`config.mk`:
```
export PLATFORM = sky130hd
export DESIGN_NAME = hb_gate_seq
export DESIGN_NICKNAME = d
export VERILOG_FILES = /design/src/rtl/hb_gate_pkg.sv /design/src/rtl/hb_sync.sv /design/src/rtl/hb_dcnt.sv /design/src/rtl/hb_gate_seq.sv
export SDC_FILE = /design/constraint.sdc
export NUM_CORES = 1
export LEC_CHECK = 0
export ABC_AREA = 0
export CELL_PAD_IN_SITES_DETAIL_PLACEMENT = 1
export CELL_PAD_IN_SITES_GLOBAL_PLACEMENT = 1
export CORE_MARGIN = 1.5
export CORE_UTILIZATION = 44
export CTS_BUF_LIST = sky130_fd_sc_hd__clkbuf_8
export DETAILED_ROUTE_END_ITERATION = 8
export PLACE_DENSITY_LB_ADDON = 0.1
export SLEW_MARGIN = 20
export SYNTH_ARGS = -nofsm -noshare
export SYNTH_HDL_FRONTEND = slang
export SYNTH_SLANG_ARGS = --single-unit
```
`constraint.sdc`:
```
create_clock -name clk_i -period 3.2 [get_ports clk_i]
set_input_delay 0.48 -clock clk_i [delete_from_list [all_inputs] [get_ports clk_i]]
set_output_delay 0.48 -clock clk_i [all_outputs]
set_load 0.01 [all_outputs]
```
`src/rtl/hb_gate_pkg.sv`:
```
package hb_gate_pkg;
  typedef enum logic [2:0] {
    ST_IDLE,
    ST_WAIT,
    ST_DEAD,
    ST_ON,
    ST_FAULT
  } hb_st_e;
endpackage

```
`src/rtl/hb_sync.sv`:
```
module hb_sync #(
  parameter int W = 1
) (
  input  logic         clk_i,
  input  logic         rst_ni,
  input  logic [W-1:0] d_i,
  output logic [W-1:0] q_o
);
  logic [W-1:0] s1_q, s2_q;

  always_ff @(posedge clk_i or negedge rst_ni) begin
    if (!rst_ni) begin
      s1_q <= '0;
      s2_q <= '0;
    end else begin
      s1_q <= d_i;
      s2_q <= s1_q;
    end
  end

  assign q_o = s2_q;
endmodule

```
`src/rtl/hb_dcnt.sv`:
```
module hb_dcnt #(
  parameter int W = 8
) (
  input  logic         clk_i,
  input  logic         rst_ni,
  input  logic         load_i,
  input  logic [W-1:0] val_i,
  input  logic         dec_i,
  output logic [W-1:0] cnt_o
);
  logic [W-1:0] cnt_q;

  always_ff @(posedge clk_i or negedge rst_ni) begin
    if (!rst_ni)                         cnt_q <= '0;
    else if (load_i)                     cnt_q <= val_i;
    else if (dec_i && (cnt_q != '0))     cnt_q <= cnt_q - 1'b1;
  end

  assign cnt_o = cnt_q;
endmodule

```
`src/rtl/hb_gate_seq.sv`:
```
module hb_gate_seq #(
  parameter int CNT_W = 8
) (
  input  logic             clk_i,
  input  logic             rst_ni,
  input  logic             pwm_i,
  input  logic             hs_vgs_i,
  input  logic             ls_vgs_i,
  input  logic [CNT_W-1:0] dead_cyc_i,
  input  logic [CNT_W-1:0] win_cyc_i,
  input  logic             flt_clr_i,
  output logic             hs_en_o,
  output logic             ls_en_o,
  output logic             hs_pd_o,
  output logic             ls_pd_o,
  output logic             gate_flt_o
);
  import hb_gate_pkg::*;

  localparam int NSYNC = 3;
  localparam logic [CNT_W-1:0] ONE = CNT_W'(1);

  logic [NSYNC-1:0] raw_in, syn_in;
  logic pwm_s, hs_s, ls_s;

  assign raw_in = {pwm_i, hs_vgs_i, ls_vgs_i};

  hb_sync #(.W(NSYNC)) u_sync (
    .clk_i (clk_i),
    .rst_ni(rst_ni),
    .d_i   (raw_in),
    .q_o   (syn_in)
  );

  assign {pwm_s, hs_s, ls_s} = syn_in;

  hb_st_e st_q;
  logic   cmd_q;
  logic   flt_q;
  logic   start, win_exp, chk_bad;
  logic   tgt_on, out_on;
  logic [CNT_W-1:0] dead_cnt, win_cnt;

  // target = side being commanded on, out = the other one
  assign tgt_on = cmd_q ? hs_s : ls_s;
  assign out_on = cmd_q ? ls_s : hs_s;

  assign start   = (st_q == ST_IDLE) ||
                   ((st_q != ST_FAULT) && (pwm_s != cmd_q));
  assign win_exp = (win_cnt == ONE) && !start && (st_q != ST_FAULT);
  assign chk_bad = (st_q != ST_ON) || !tgt_on || out_on;

  hb_dcnt #(.W(CNT_W)) u_dead (
    .clk_i (clk_i),
    .rst_ni(rst_ni),
    .load_i(start),
    .val_i (dead_cyc_i),
    .dec_i (st_q == ST_DEAD),
    .cnt_o (dead_cnt)
  );

  hb_dcnt #(.W(CNT_W)) u_win (
    .clk_i (clk_i),
    .rst_ni(rst_ni),
    .load_i(start),
    .val_i (win_cyc_i),
    .dec_i (1'b1),
    .cnt_o (win_cnt)
  );

  always_ff @(posedge clk_i or negedge rst_ni) begin
    if (!rst_ni) begin
      st_q  <= ST_IDLE;
      cmd_q <= 1'b0;
      flt_q <= 1'b0;
    end else if (st_q == ST_FAULT) begin
      if (flt_clr_i) begin
        st_q  <= ST_IDLE;
        flt_q <= 1'b0;
      end
    end else if (start) begin
      cmd_q <= pwm_s;
      st_q  <= ST_WAIT;
    end else if (win_exp && chk_bad) begin
      st_q  <= ST_FAULT;
      flt_q <= 1'b1;
    end else begin
      unique case (st_q)
        ST_WAIT: if (!out_on) st_q <= (dead_cnt == '0) ? ST_ON : ST_DEAD;
        ST_DEAD: if (dead_cnt == ONE) st_q <= ST_ON;
        default: ;
      endcase
    end
  end

  logic safe;
  logic win_act;
  assign safe    = (st_q == ST_IDLE) || (st_q == ST_FAULT);
  assign win_act = (win_cnt != '0) && !safe;

  assign hs_en_o    = (st_q == ST_ON) &&  cmd_q;
  assign ls_en_o    = (st_q == ST_ON) && !cmd_q;
  assign hs_pd_o    = safe || (win_act && !cmd_q);
  assign ls_pd_o    = safe || (win_act &&  cmd_q);
  assign gate_flt_o = flt_q;
endmodule

```
# Word-level counts from Yosys, hierarchy flattened
# Cells that the tools add are included.
totals:
  inputBits: 22
  reg_bits: 27
classes:
  mux: 18
  reduce_logical: 31
  addsub: 2
  n_bitwise: 1
  n_eq_ne: 13
op_table:
  columns: ["cell", "n"]
  rows:
  - ["2-to-1 mux 8 bit", 4]
  - ["2-to-1 mux 3 bit", 6]
  - ["equality test 8 x 1 -> 1 bit, second input constant", 2]
  - ["nonzero test 8 bit", 2]
  - ["subtractor 8 x 1 -> 8 bit, second input constant", 2]
  - ["logical AND 1 bit", 10]
  - ["inequality test 5 bit, second input constant", 2]
  - ["zero test 8 bit", 1]
  - ["2-to-1 mux 1 bit", 7]
  - ["equality test 3 x 2 -> 1 bit, second input constant", 2]
  - ["logical OR 1 bit", 6]
  - ["case mux 3 bit (2 select lines)", 1]
  - ["nonzero test 2 bit", 3]
  - ["nonzero test 5 bit", 1]
  - ["zero test 1 bit", 4]
  - ["AND reduction 4 bit", 1]
  - ["equality test 3 x 1 -> 1 bit, second input constant", 1]
  - ["equality test 3 bit, second input constant", 1]
  - ["zero test 3 bit", 1]
  - ["inequality test 3 x 2 -> 1 bit, second input constant", 1]
  - ["inequality test 3 bit, second input constant", 1]
  - ["AND reduction 3 bit", 1]
  - ["inequality test 2 x 1 -> 1 bit, second input constant", 1]
  - ["inequality test 2 bit, second input constant", 1]
  - ["other kinds (3)", 3]

# Logic depth before layout (Yosys ltp)
logic_depth:
  ltp_word: 10
  ltp_mapped: 7
  ltp_nobuf: 6

# Modules after synthesis
# A second synthesis with hierarchy kept.
hier_totals:
  hier_cells: 186
  area_unflattened_um2: 1666.6
by_module_without_submodules:
  columns: ["mod", "cells_each", "instances", "area_per_inst_um2"]
  rows:
  - ["hb_dcnt", 60, 2, 540.5]
  - ["hb_gate_seq", 60, 1, 435.4]
  - ["hb_sync", 6, 1, 150.1]

# Worst setup path before layout
# No wires, ideal clock.
synth_timing:
  path_type: "flip-flop to output port"
  from: "reg u_win.cnt_q[4], in the netlist u_win.cnt_o[4]"
  to: "out hs_pd_o"
  arrival_time_ps: 1213
  path_buffers: 1
  t_required_ps: 2720
  path_stages_with_launch: 5
  setup_slack_ps: 1507
  path_cell_list: "dfrtp_1 -> nor4_1 -> and3_1 -> buf_2 -> o22ai_1"
synth_via:
  elab_chain_len: 4
synth_lines:
  columns: ["element", "line_no", "text"]
  rows:
  - ["from (decl)", "hb_dcnt.sv:11", "logic [W-1:0] cnt_q;"]
  - ["from (signal assigned)", "hb_dcnt.sv:15", "else if (load_i) cnt_q <= val_i;"]
  - ["from (signal assigned)", "hb_dcnt.sv:16", "else if (dec_i && (cnt_q != '0)) cnt_q <= cnt_q - 1'b1;"]
  - ["nonzero test 8 bit", "hb_gate_seq.sv:99", "assign win_act = (win_cnt != '0) && !safe;"]
  - ["logical AND 1 bit", "hb_gate_seq.sv:99", null]
  - ["logical AND 1 bit", "hb_gate_seq.sv:103", "assign hs_pd_o = safe || (win_act && !cmd_q);"]
  - ["logical OR 1 bit", "hb_gate_seq.sv:103", null]
  - ["to (decl)", "hb_gate_seq.sv:14", "output logic hs_pd_o,"]
# Every way passes these cells.

# Worst setup path after layout
layout_timing:
  from: "reg u_win.cnt_q[4], in the netlist u_win.cnt_o[4]"
  to: "out ls_pd_o"
layout_via:
  elab_chain_len: 4
layout_lines:
  columns: ["element", "line_no", "text"]
  rows:
  - ["nonzero test 8 bit", "hb_gate_seq.sv:99", null]
  - ["logical AND 1 bit", "hb_gate_seq.sv:99", null]
  - ["logical AND 1 bit", "hb_gate_seq.sv:104", "assign ls_pd_o = safe || (win_act && cmd_q);"]
  - ["logical OR 1 bit", "hb_gate_seq.sv:104", null]
  - ["to (decl)", "hb_gate_seq.sv:15", "output logic ls_pd_o,"]
# Every way passes these cells.

==> out/qor.txt <==
sequential element share of the synthesized area -> 0.449
ANT cells -> 0
Setup violations, final -> 0
total core area -> 3310 µm²
Antenna Nets Post-Route -> 0
WHS -> 0.357 ns
DP Cell Count -> 228
Filler cells -> 404
pwr dens -> 748 nW/µm²
Overflow after GRT -> 0
die area -> 3780 µm²
Layout Nets -> 215
Final Hold Vio Count -> 0
Num CTS Buffers -> 3
status -> completed
CTS root buffer -> clkbuf_8
DRT iter0 DRCs -> 22
final core occ -> 0.555
RR Startpoint -> u_win.cnt_o[4]
Mapped Cells -> 162
Max clock buf depth -> 2
worst slew pin tran -> 0.556 ns
DP Worst Slack -> 0.813 ns
R2R depth -> 5
largest net degree at the start of global routing -> 28
# IOs -> 27
critical path endpoint category -> output port
Finished Cell Area -> 1840 µm²
Port Buf Inserts -> 26
fin crit share -> 0.843
DR WL/cell -> 14.3 µm
Synth Area in Adders -> 0.0499
area share of and/or/nand/nor cells after synthesis -> 0.211
routed via count -> 1190
gr usage total -> 0.198
final wirelength -> 3310 µm
# clock sinks -> 27
mean number of vias per cell -> 5.13
Worst Hold Path EP -> u_sync.q_o[1]
P_leak -> 0.773 nW
CTS tree -> yes
Avg Cell Area, Syn -> 9.28 µm²
Worst setup SP type -> flip-flop
non-filler cells, final -> 232
layout cells sized above 1 -> 0.0645
CTS clock-pin slew for the worst setup and hold paths -> 0.10 ns
Post-CTS Setup Bufs -> 0
slew margin rel. -> 0.627
multiplexer area fraction after synthesis -> 0.00749
Seq cells post-synth -> 27
peak supply drop -> 0.000439 V
HP Class -> flip-flop to flip-flop
commonest non-fill, non-tap cell in the layout -> dfrtp_1
max cap viols -> 0
post_cts resized -> 0
Layout area overhead -> 22.1%
drt drc -> 0
post-layout min period -> 2.70 ns
Placed Area -> 1790 µm²
RSZ-0062 raised after global routing -> no
overall power -> 1.37 mW
DIE WIDTH -> 61.5 µm
vias in the first global route -> 1217
WP data arrival -> 2.22 ns
initial antenna violation count -> 0
worst clock skew -> 0.00286 ns
post-synth design cell area -> 1500 µm²
first-pass GRT wire length -> 5540 µm
Mapped Nets -> 190
Final WS setup -> 0.502 ns
synth unique cells -> 37
drt first pass iters -> 4
H-tree levels -> 1
Fmax -> 371 MHz
crit path max fanout -> 11
XOR/XNOR share of the synthesized area -> 0.0874
R2R Path End -> u_win.cnt_o[4]
Yosys warning count -> 0
Initial Utilization -> 0.454
Post-DP HPWL -> 2460 µm
Post-CTS Hold Fix Bufs -> 0
worst hold path cell count -> 0
Critical Path RT -> 2.72 ns
Die Ht -> 61.5 µm
commonest cells after routing, fill and taps aside -> dfrtp_1, clkdlybuf4s50_1, nand2_1, nor2_1, a21oi_1
fin. max-slew vios -> 0
Synth Area in Compound Gates -> 0.150
setup TNS -> 0 ns
routability cong. -> 0.750
Setup Crit Path Kind -> flip-flop to output port
CP Launch Point -> u_win.cnt_o[4]
worst reg-to-reg setup slack -> 1.39 ns
Std-Cell Rows -> 21
largest family of logic cells by synthesized area -> simple AND/OR/NAND/NOR gates
Worst Min Path Start -> u_sync.s1_q[1]
Skew-Pair Late Insertion Delay -> 0.27 ns
## layer usage
| layer | track usage | part of all wire | up-vias |
|---|---|---|---|
| li1 | - | - | 603 |
| met3 | 0.0462 | 0.036 | 2 |
| met4 | 0.0274 | 0.0033 | 0 |
| met2 | 0.357 | 0.51 | 17 |
| met1 | 0.246 | 0.45 | 568 |
| met5 | 0 | 0 | - |
## how the worst max path moves through the flow
stage | endpoint | cells after the start
floorplan | hs_pd_o | 4
global placement | ls_pd_o | 4
detailed placement | ls_pd_o | 4
CTS | ls_pd_o | 4
global route | ls_pd_o | 4
finish | ls_pd_o | 4
## cell type report
class | instances | area [µm²] | area share
clock buffer | 3 | 41.3 | 0.0225
clock inverter | 1 | 7.51 | 0.00409
inverter | 5 | 18.8 | 0.0102
multi-input combinational | 122 | 761 | 0.414
sequential | 27 | 676 | 0.368
tap | 46 | 57.6 | 0.0313
timing repair buffer | 28 | 275 | 0.150
## synth_stat cells
cell | instances | area, µm²
mux2_2 | 1 | 11.3
a41oi_1 | 1 | 8.76
or3b_4 | 1 | 11.3
a32o_1 | 1 | 10.0
and2_1 | 1 | 6.26
ha_1 | 6 | 75.1
nor3_1 | 4 | 20.0
and2b_2 | 1 | 8.76
o32a_1 | 1 | 10.0
or3_1 | 1 | 6.26
and3b_1 | 1 | 8.76
o21ai_0 | 3 | 15.0
buf_6 | 1 | 11.3
o22ai_1 | 3 | 18.8
nand2b_1 | 1 | 6.26
o21ai_2 | 1 | 8.76
a31oi_4 | 1 | 21.3
inv_1 | 5 | 18.8
nand4_2 | 1 | 12.5
xnor2_1 | 7 | 61.3
nor2_1 | 18 | 67.6
and3_1 | 2 | 12.5
buf_4 | 1 | 7.51
or2_1 | 1 | 6.26
nand3_1 | 3 | 15.0
buf_2 | 6 | 30.0
nand2_1 | 25 | 93.8
o31ai_1 | 4 | 30.0
nor3b_1 | 2 | 15.0
nor4_1 | 3 | 18.8
nand4b_1 | 1 | 8.76
o21ai_1 | 6 | 30.0
o211ai_1 | 1 | 7.51
xor2_1 | 8 | 70.1
o21a_1 | 2 | 15.0
a21oi_1 | 10 | 50.1
dfrtp_1 | 27 | 676
## sequential cells by signal, summed over array words and instances, names as in the netlist
name,flops
u_dead.cnt_o,8
u_win.cnt_o,8
st_q,3
u_sync.q_o,3
u_sync.s1_q,3
cmd_q,1
gate_flt_o,1
## logic make-up (layout without fill, tap and decap cells)
logic type,count (synthesis),after routing
AOI/OAI and AO/OA,34,34
xor gates and xnor gates,15,15
muxes,1,1
DFF,27,27
and+or+nand+nor,66,66
adders and majority gates,6,6
buffers and inverters,13,37
## where the power goes
group / leakage, nW / internal, mW / total [mW] / switching (mW)
Clock: 0.0217 / 0.0884 / 0.200 / 0.111
Combinational: 0.431 / 0.276 / 0.595 / 0.320
Sequential: 0.320 / 0.450 / 0.578 / 0.128
Total: 0.773 / 0.814 / 1.37 / 0.559
## worst max-delay path: stages (launching register included)
cell and delay [ns]:
dfrtp_1 0.43, nor4_1 0.38, and3_1 0.49, o22ai_1 0.14
clkdlybuf4s50_1 0.50
(Power assumes the default switching activity.)
